**src/rtl/ea_pkg.sv**
```systemverilog
// Package: shared kinds and size encoding for the operand address calculator.
// Assumes a 32-bit address space and 16-bit extension words.
package ea_pkg;
    localparam int AW  = 32;
    localparam int EXW = 16;

    typedef enum logic [1:0] {SZ_BYTE = 2'd0, SZ_WORD = 2'd1, SZ_LONG = 2'd2} opsize_t;

    typedef enum logic [3:0] {
        K_DREG, K_AREG, K_IND, K_POST, K_PRE, K_DISP, K_INDEX,
        K_ABSW, K_ABSL, K_PCD, K_PCX, K_IMM, K_BAD
    } ea_kind_t;

    typedef struct packed {
        ea_kind_t   kind;
        opsize_t    size;
        logic       bad;
        logic [1:0] ext;
        logic [2:0] regno;
    } ea_dec_t;
endpackage

```
**src/rtl/ea_mode_decode.sv**
```systemverilog
// Module: classifies the specifier and size code.
// It yields the addressing kind, the operand size, the extension-word count and an illegal flag.
// Assumes: purely combinational; the illegal flag forces the extension count to zero.
module ea_mode_decode
    import ea_pkg::*;
(
    input  logic [5:0] field,
    input  logic [1:0] size_code,
    input  logic       move_sizes,
    output ea_dec_t    dec
);
    logic [2:0] mode;
    logic [2:0] rg;
    ea_kind_t   kind;
    opsize_t    size;
    logic       size_bad;
    logic [1:0] ext_raw;

    assign mode = field[5:3];
    assign rg   = field[2:0];

    // Map the mode and sub-mode bits to an addressing kind.
    always_comb begin
        unique case (mode)
            3'b000: kind = K_DREG;
            3'b001: kind = K_AREG;
            3'b010: kind = K_IND;
            3'b011: kind = K_POST;
            3'b100: kind = K_PRE;
            3'b101: kind = K_DISP;
            3'b110: kind = K_INDEX;
            default: begin
                unique case (rg)
                    3'b000:  kind = K_ABSW;
                    3'b001:  kind = K_ABSL;
                    3'b010:  kind = K_PCD;
                    3'b011:  kind = K_PCX;
                    3'b100:  kind = K_IMM;
                    default: kind = K_BAD;
                endcase
            end
        endcase
    end

    // Translate the size code through whichever table is selected.
    always_comb begin
        size_bad = 1'b0;
        size     = SZ_WORD;
        if (move_sizes) begin
            unique case (size_code)
                2'b01:   size = SZ_BYTE;
                2'b11:   size = SZ_WORD;
                2'b10:   size = SZ_LONG;
                default: size_bad = 1'b1;
            endcase
        end else begin
            unique case (size_code)
                2'b00:   size = SZ_BYTE;
                2'b01:   size = SZ_WORD;
                2'b10:   size = SZ_LONG;
                default: size_bad = 1'b1;
            endcase
        end
    end

    // Count the extension words each kind consumes.
    always_comb begin
        unique case (kind)
            K_DISP, K_INDEX, K_ABSW, K_PCD, K_PCX: ext_raw = 2'd1;
            K_ABSL:                                 ext_raw = 2'd2;
            K_IMM:   ext_raw = (size == SZ_LONG) ? 2'd2 : 2'd1;
            default:                                ext_raw = 2'd0;
        endcase
    end

    // Assemble the decode record.
    always_comb begin
        dec.kind  = kind;
        dec.size  = size;
        dec.bad   = (kind == K_BAD) || size_bad;
        dec.ext   = dec.bad ? 2'd0 : ext_raw;
        dec.regno = rg;
    end
endmodule

```
**src/rtl/ea_addr_calc.sv**
```systemverilog
// Module: forms the effective address, the immediate value and the updated register value.
// Assumes: the decode record is valid in the same cycle; illegal kinds yield zeros.
module ea_addr_calc
    import ea_pkg::*;
#(
    parameter int ADDR_W = AW,
    parameter int EXT_W  = EXW
) (
    input  ea_dec_t             dec,
    input  logic [ADDR_W-1:0]   an_value,
    input  logic [ADDR_W-1:0]   pc_value,
    input  logic [EXT_W-1:0]    ext0,
    input  logic [EXT_W-1:0]    ext1,
    input  logic [ADDR_W-1:0]   index_value,
    input  logic                index_long,
    output logic [ADDR_W-1:0]   ea,
    output logic [ADDR_W-1:0]   imm,
    output logic [ADDR_W-1:0]   an_next,
    output logic                side_fx
);
    localparam int HALF = EXT_W;
    localparam int BYTE = 8;

    logic [ADDR_W-1:0] d16;
    logic [ADDR_W-1:0] d8;
    logic [ADDR_W-1:0] idx;
    logic [ADDR_W-1:0] step;
    logic [ADDR_W-1:0] an_inc;
    logic [ADDR_W-1:0] an_dec;

    // Sign-extend the displacements and the selected index form.
    always_comb begin
        d16 = {{(ADDR_W-HALF){ext0[HALF-1]}}, ext0};
        d8  = {{(ADDR_W-BYTE){ext0[BYTE-1]}}, ext0[BYTE-1:0]};
        idx = index_long ? index_value
                         : {{(ADDR_W-HALF){index_value[HALF-1]}}, index_value[HALF-1:0]};
    end

    // Choose the register step from size, keeping the stack pointer even.
    always_comb begin
        unique case (dec.size)
            SZ_BYTE: step = (dec.regno == 3'd7) ? ADDR_W'(2) : ADDR_W'(1);
            SZ_WORD: step = ADDR_W'(2);
            default: step = ADDR_W'(4);
        endcase
        an_inc = an_value + step;
        an_dec = an_value - step;
    end

    // Select the effective address for the current kind.
    always_comb begin
        ea = '0;
        if (!dec.bad) begin
            unique case (dec.kind)
                K_IND, K_POST: ea = an_value;
                K_PRE:         ea = an_dec;
                K_DISP:        ea = an_value + d16;
                K_INDEX:       ea = an_value + d8 + idx;
                K_ABSW:        ea = d16;
                K_ABSL:        ea = ADDR_W'({ext0, ext1});
                K_PCD:         ea = pc_value + d16;
                K_PCX:         ea = pc_value + d8 + idx;
                default:       ea = '0;
            endcase
        end
    end

    // Build the immediate operand at the requested size.
    always_comb begin
        unique case (dec.size)
            SZ_BYTE: imm = ADDR_W'(ext0[BYTE-1:0]);
            SZ_WORD: imm = ADDR_W'(ext0);
            default: imm = ADDR_W'({ext0, ext1});
        endcase
        if (dec.bad || dec.kind != K_IMM) imm = '0;
    end

    // Produce the side-effect value and whether one applies.
    always_comb begin
        side_fx = !dec.bad && (dec.kind == K_POST || dec.kind == K_PRE);
        an_next = (dec.kind == K_PRE) ? an_dec : an_inc;
    end
endmodule

```
**src/rtl/ea_wb_reg.sv**
```systemverilog
// Module: holds the address-register write-back for one clock.
// The strobe is high only after an edge where the update was enabled and applicable.
// Assumes: synchronous active-low reset; data and index hold when no update is taken.
module ea_wb_reg #(
    parameter int ADDR_W = 32
) (
    input  logic              clk,
    input  logic              rst_n,
    input  logic              take,
    input  logic [2:0]        idx_in,
    input  logic [ADDR_W-1:0] data_in,
    output logic              wr_en,
    output logic [2:0]        wr_idx,
    output logic [ADDR_W-1:0] wr_data
);
    // Capture the side effect on the enabled edge and clear the strobe otherwise.
    always_ff @(posedge clk) begin
        if (!rst_n) begin
            wr_en   <= 1'b0;
            wr_idx  <= '0;
            wr_data <= '0;
        end else begin
            wr_en <= take;
            if (take) begin
                wr_idx  <= idx_in;
                wr_data <= data_in;
            end
        end
    end
endmodule

```
**src/rtl/ea_unit.sv**
```systemverilog
// Module: top of the operand address calculator.
// It ties the decode, the address arithmetic and the registered write-back together.
// Assumes: the caller presents the named address register's contents and the extension words.
module ea_unit (
    input  logic        clk,
    input  logic        rst_n,
    input  logic [5:0]  ea_field,
    input  logic [1:0]  size_code,
    input  logic        move_sizes,
    input  logic [31:0] an_value,
    input  logic [31:0] pc_value,
    input  logic [15:0] ext_word0,
    input  logic [15:0] ext_word1,
    input  logic [31:0] index_value,
    input  logic        index_long,
    input  logic        upd_en,
    output logic [31:0] ea_addr,
    output logic [31:0] imm_data,
    output logic        is_register,
    output logic        is_immediate,
    output logic        illegal,
    output logic [1:0]  ext_words,
    output logic        an_wr_en,
    output logic [2:0]  an_wr_idx,
    output logic [31:0] an_wr_data
);
    import ea_pkg::*;

    ea_dec_t     dec;
    logic [31:0] an_next;
    logic        side_fx;

    ea_mode_decode u_dec (
        .field(ea_field), .size_code(size_code), .move_sizes(move_sizes), .dec(dec)
    );

    ea_addr_calc #(.ADDR_W(AW), .EXT_W(EXW)) u_calc (
        .dec(dec), .an_value(an_value), .pc_value(pc_value),
        .ext0(ext_word0), .ext1(ext_word1),
        .index_value(index_value), .index_long(index_long),
        .ea(ea_addr), .imm(imm_data), .an_next(an_next), .side_fx(side_fx)
    );

    ea_wb_reg #(.ADDR_W(AW)) u_wb (
        .clk(clk), .rst_n(rst_n), .take(upd_en && side_fx),
        .idx_in(dec.regno), .data_in(an_next),
        .wr_en(an_wr_en), .wr_idx(an_wr_idx), .wr_data(an_wr_data)
    );

    // Drive the operand-class flags from the decode record.
    always_comb begin
        illegal      = dec.bad;
        ext_words    = dec.ext;
        is_register  = !dec.bad && (dec.kind == K_DREG || dec.kind == K_AREG);
        is_immediate = !dec.bad && (dec.kind == K_IMM);
    end
endmodule

```
**config.mk**
```make
export PLATFORM = sky130hd
export DESIGN_NAME = ea_unit
export DESIGN_NICKNAME = d
export VERILOG_FILES = /design/src/rtl/ea_pkg.sv /design/src/rtl/ea_mode_decode.sv /design/src/rtl/ea_addr_calc.sv /design/src/rtl/ea_wb_reg.sv /design/src/rtl/ea_unit.sv
export SDC_FILE = /design/constraint.sdc
export NUM_CORES = 1
export LEC_CHECK = 0
export BUFFER_PORTS_ARGS = -buffer_cell sky130_fd_sc_hd__buf_2
export CAP_MARGIN = 0
export CORE_ASPECT_RATIO = 2
export CORE_MARGIN = 2
export CORE_UTILIZATION = 62
export DETAILED_ROUTE_END_ITERATION = 7
export GPL_TIMING_DRIVEN = 0
export PLACE_DENSITY = 0.95
export SLEW_MARGIN = 10
export SYNTH_ARGS = -nofsm -noshare
export SYNTH_HDL_FRONTEND = slang
export SYNTH_SLANG_ARGS = --single-unit
```
**constraint.sdc**
```tcl
create_clock -name clk -period 9.9 [get_ports clk]
set_clock_uncertainty 0.15 [all_clocks]
set_input_delay 0.495 -clock clk [delete_from_list [all_inputs] [get_ports clk]]
set_output_delay 0.495 -clock clk [all_outputs]
set_load 0.005 [all_outputs]
```
==> impl_metrics.py, run 1 <==
metrics = {
    "die": {
        "ios": 246,
        "dieWidth_um": 100,
        "num_rows": 70,
        "start_util": 0.628,
        "dieHeight_um": 196,
    },
    "clock_network": {
        "clock-sinks": 36,
        "htree_levels": 2,
        "cts_hold_buf": 0,
        "cts_setup_buffers": 0,
        "cts_buffers": 5,
        "cts_root_buf": "clkbuf_16",
        "cts_buffer_depth": 2,
        "cts_resized": 0,
    },
    "place": {
        "portBuffers": 241,
        "preCtsSetupSlack_ps": 2880,
        "place.gp.congestion": 1.11,
        "placedCellCount": 2033,
        "hpwlAfterDp_mm": 43.2,
    },
    "logic_synthesis": {
        "async_flop_share": 0,
        "synth.area.top_cells": "ha_1 12%, fa_1 12%, nand2_1 6.4%",
        "ys_ff_latch": 36,
        "syn-instance-count": 1575,
        "yosysSeqAreaShare": 0.0630,
        "synth.top_cell.area_share": 0.118,
        "syn_nets": 1891,
        "avgSynthCellArea_um2": 7.26,
        "synth_edf_count": 0,
        "synth.largest_area_cell": "ha_1",
        "synthesis.area_um2": 11400,
        "synth.distinct_cells": 74,
        "ys.flop_type": "dfxtp_1",
        "ys_warn_count": 0,
    },
    "grt": {
        "grt_max_degree": 44,
        "grt_pass1_vias": 15500,
        "grt_pass1_wl_mm": 87.8,
        "grt_overflow": 1,
        "grt_util_all_layers": 0.593,
    },
    "outcome": {
        "status": "did not finish",
        "error": "[ERROR GRT-0116] Global routing finished with congestion. Check the congestion regions in the DRC Viewer.",
        "lastStage": "global routing (5_1_grt)",
    },
}
[per-layer routing]
layer  track usage  GRT overflow
met5             0             0
met4         0.684             0
met3         0.279             0
met2         0.887             1
met1         0.537             0
[synthesized netlist by cell type (16+ instances only)]
cell / number
nand4_1: 31
ha_1: 108
xor2_1: 51
a21o_1: 49
dfxtp_1: 36
inv_1: 28
mux2i_1: 16
nor2_1: 113
and2_1: 29
nand2_1: 194
a31oi_1: 23
and3_1: 45
nor3_1: 25
a221oi_1: 22
o21ai_0: 113
mux2_2: 29
nor2b_1: 16
a21oi_1: 137
nand3_1: 44
a211oi_1: 17
fa_1: 67
clkbuf_1: 100
a22oi_1: 17
xnor2_1: 68
[metrics by stage]
step | hold WS (ps) | area (um^2)
after CTS | 307 | 13100
after global placement | 299 | 12900
after detailed placement | 299 | 12900
after floorplan | 306 | 11400
[kinds of logic after synthesis]
family,synth area share
adder cells (fa/ha/maj),0.236
flip-flops,0.0630
XOR/XNOR,0.0912
buffers and inverters,0.0463
AO/OA/AOI/OAI,0.293
AND/OR/NAND/NOR,0.228
multiplexers,0.0426
==> run 2: changes to the inputs <==
- CORE_ASPECT_RATIO: 2 -> unset
- CORE_UTILIZATION: 62 -> 40
- PLACE_DENSITY: 0.95 -> unset
- PLACE_DENSITY_LB_ADDON: unset -> 0.15
==> impl_metrics.py, run 2 <==
metrics = {
    "logic_synthesis": {
        "synth.distinct_cells": 74,
        "synthTopCellsByCount": "194 x nand2_1, 137 x a21oi_1, 113 x nor2_1, 113 x o21ai_0, 108 x ha_1",
        "synthXorXnorAreaFrac": 0.0912,
        "ys_warn_count": 0,
        "yosys.area_share.adder": 0.236,
        "synth_compound_area_frac": 0.293,
        "synth_edf_count": 0,
        "synthesis.area_um2": 11400,
        "yosysMostFrequentCell": "nand2_1",
        "avgSynthCellArea_um2": 7.26,
        "synth_mux_area_frac": 0.0426,
        "ys.flop_type": "dfxtp_1",
        "async_flop_share": 0,
        "synthSimpleGateAreaFrac": 0.228,
        "syn_nets": 1891,
        "syn-instance-count": 1575,
        "synth.largest_area_cell": "ha_1",
        "synth_top_family_by_area": "compound AO/OA/AOI/OAI gates",
        "synth.area.top_cells": "ha_1 12%, fa_1 12%, nand2_1 6.4%",
        "synth.top_cell.area_share": 0.118,
        "ys_ff_latch": 36,
        "yosysSeqAreaShare": 0.0630,
    },
    "route": {
        "post-route-drc-count": 0,
        "vias": 13400,
        "wl_per_cell_um": 22.7,
        "firstDrtPassIters": 6,
        "wl_mm": 50.0,
        "ant_nets": 0,
        "drt_iter0_drc": 1225,
        "via_per_inst": 6.10,
    },
    "clock_network": {
        "cts_root_buf": "clkbuf_16",
        "clk_pin_slew_ps": 50,
        "clock_latency_ps": 280,
        "cts_buffers": 5,
        "tritoncts": "done",
        "cts_buffer_depth": 2,
        "clock-sinks": 36,
        "cts_resized": 0,
        "htree_levels": 2,
        "cts_hold_buf": 0,
        "cts_setup_buffers": 0,
    },
    "final_layout": {
        "largest_reg_flops": 32,
        "top_regs": "u_wb.wr_data: 32 flops, u_wb.wr_idx: 3 flops, u_wb.wr_en: 1 flops",
        "fin_cells": 2203,
        "layout_commonest_cell": "buf_2",
        "synthToLayoutAreaGrowth_pct": 16.3,
        "largest-register": "u_wb.wr_data",
        "final_core_util": 0.476,
        "fin_nets": 2140,
        "layout-drive-gt1-share": 0.167,
        "mostFrequentLayoutCells": "243 x buf_2, 194 x nand2_1, 137 x a21oi_1",
    },
    "grt": {
        "grt_max_degree": 42,
        "grt_pass1_vias": 12600,
        "grt_util_all_layers": 0.324,
        "grt_overflow": 0,
        "grt_pass1_wl_mm": 75.8,
        "antenna_found_initial": 0,
    },
    "timing": {
        "min_period_ps": 6470,
        "grt_setup_unrepaired": "false",
        "fin_crit_sh": 0.654,
        "setup_violations": 0,
        "maxSlewViolCount": 0,
        "hold_violations": 0,
        "timing.fmax_ghz": 0.155,
        "worstMarginPinSlew_ps": 1090,
        "slew-limit-headroom": 0.268,
        "final.setup.tns_ps": 0,
    },
    "worst_hold_path": {
        "hold_class": "flip-flop to flip-flop",
    },
    "place": {
        "portBuffers": 241,
        "placedCellCount": 2195,
        "place.gp.congestion": 0.962,
        "hpwlAfterDp_mm": 41.6,
    },
    "pwr": {
        "power.density_nw_per_um2": 101,
        "p_leak_nw": 5.81,
        "p_total_mw": 1.34,
        "vdd_drop_max_uv": 57.8,
    },
    "die": {
        "num_rows": 61,
        "coreArea_um2": 27900,
        "ios": 246,
        "design.die.area_um2": 29900,
        "dieHeight_um": 173,
        "start_util": 0.409,
        "dieWidth_um": 173,
    },
    "outcome": {
        "status": "completed",
    },
    "setup_path": {
        "crit_arrival_ps": 5830,
        "end_kind": "output pin",
        "start_kind": "primary input",
        "cp.required_ps": 9260,
        "path_max_fanout": 10,
        "crit_type": "primary input to output pin",
    },
    "job": {
        "max-cap-violations": 0,
    },
}
## run 2: stage by stage
step | hold slack, ps | area [um^2] | worst slack, ps
finish | 308 | 13300 | 3430
CTS | 308 | 13300 | 3590
global route | 330 | 13300 | 3190
detailed placement | 303 | 13100 | 3600
floorplan | 306 | 11400 | 5160
global placement | 295 | 13100 | 3320
## run 2: cells by family (layout without fill, tap and decap cells)
| group | count (synthesis) | in the layout |
|---|---|---|
| flip-flops | 36 | 36 |
| XOR/XNOR | 119 | 119 |
| AND/OR/NAND/NOR | 547 | 547 |
| adder cells (fa/ha/maj) | 175 | 175 |
| AO/OA/AOI/OAI | 516 | 516 |
| multiplexers | 45 | 45 |
| buffers and inverters | 137 | 386 |
| other | 0 | 1 |
## run 2: final timing paths
check	end	slack (ps)	from	cells past startpoint
hold / removal	u_wb.wr_data[11]$_SDFFE_PN0P_	310	u_wb.wr_data[11]$_SDFFE_PN0P_	2
hold reg to reg	u_wb.wr_data[11]$_SDFFE_PN0P_	310	u_wb.wr_data[11]$_SDFFE_PN0P_	2
setup / recovery	ea_addr[31]	3430	ea_field[5]	18
setup reg to reg	u_wb.wr_data[14]$_SDFFE_PN0P_	9020	u_wb.wr_data[14]$_SDFFE_PN0P_	3
## run 2: critical path, stage by stage
cell and delay (ps):
buf_2 100, clkbuf_1 350, and3_1 310, and3_1 180, clkbuf_1 560, clkbuf_1 680, o21ai_0 290, ha_1 360
a211oi_1 350, o21a_1 220, nor4_1 70, or3b_2 500, o2bb2ai_1 370, o31a_1 320, xnor2_1 140, nand2_1 70
a41oi_1 290, buf_2 160
## run 2: routing by layer
metal	global-route usage	wire length (um)	vias up
li1	-	-	6280
met4	0.106	1650	0
met3	0.0319	4510	100
met5	0	0	-
met1	0.475	22500	6356
met2	0.495	21400	708
## run 2: cell type report
cell class / instances / area, um^2
Inverter: 28 / 105
Buffer: 109 / 424
Multi-Input combinational cell: 1402 / 10200
Timing Repair Buffer: 242 / 1240
Sequential cell: 36 / 721
Fill cell: 2919 / 14600
Antenna cell: 1 / 2.50
Clock buffer: 7 / 153
Tap cell: 378 / 473
## run 2: report_power, final
part / internal (mW) / switching [mW] / total (mW)
combinational: 0.392 / 0.636 / 1.03
clock: 0.105 / 0.0578 / 0.163
sequential: 0.150 / 0.00259 / 0.153
total: 0.647 / 0.696 / 1.34
Note: power is estimated with default switching activity, not from simulation.
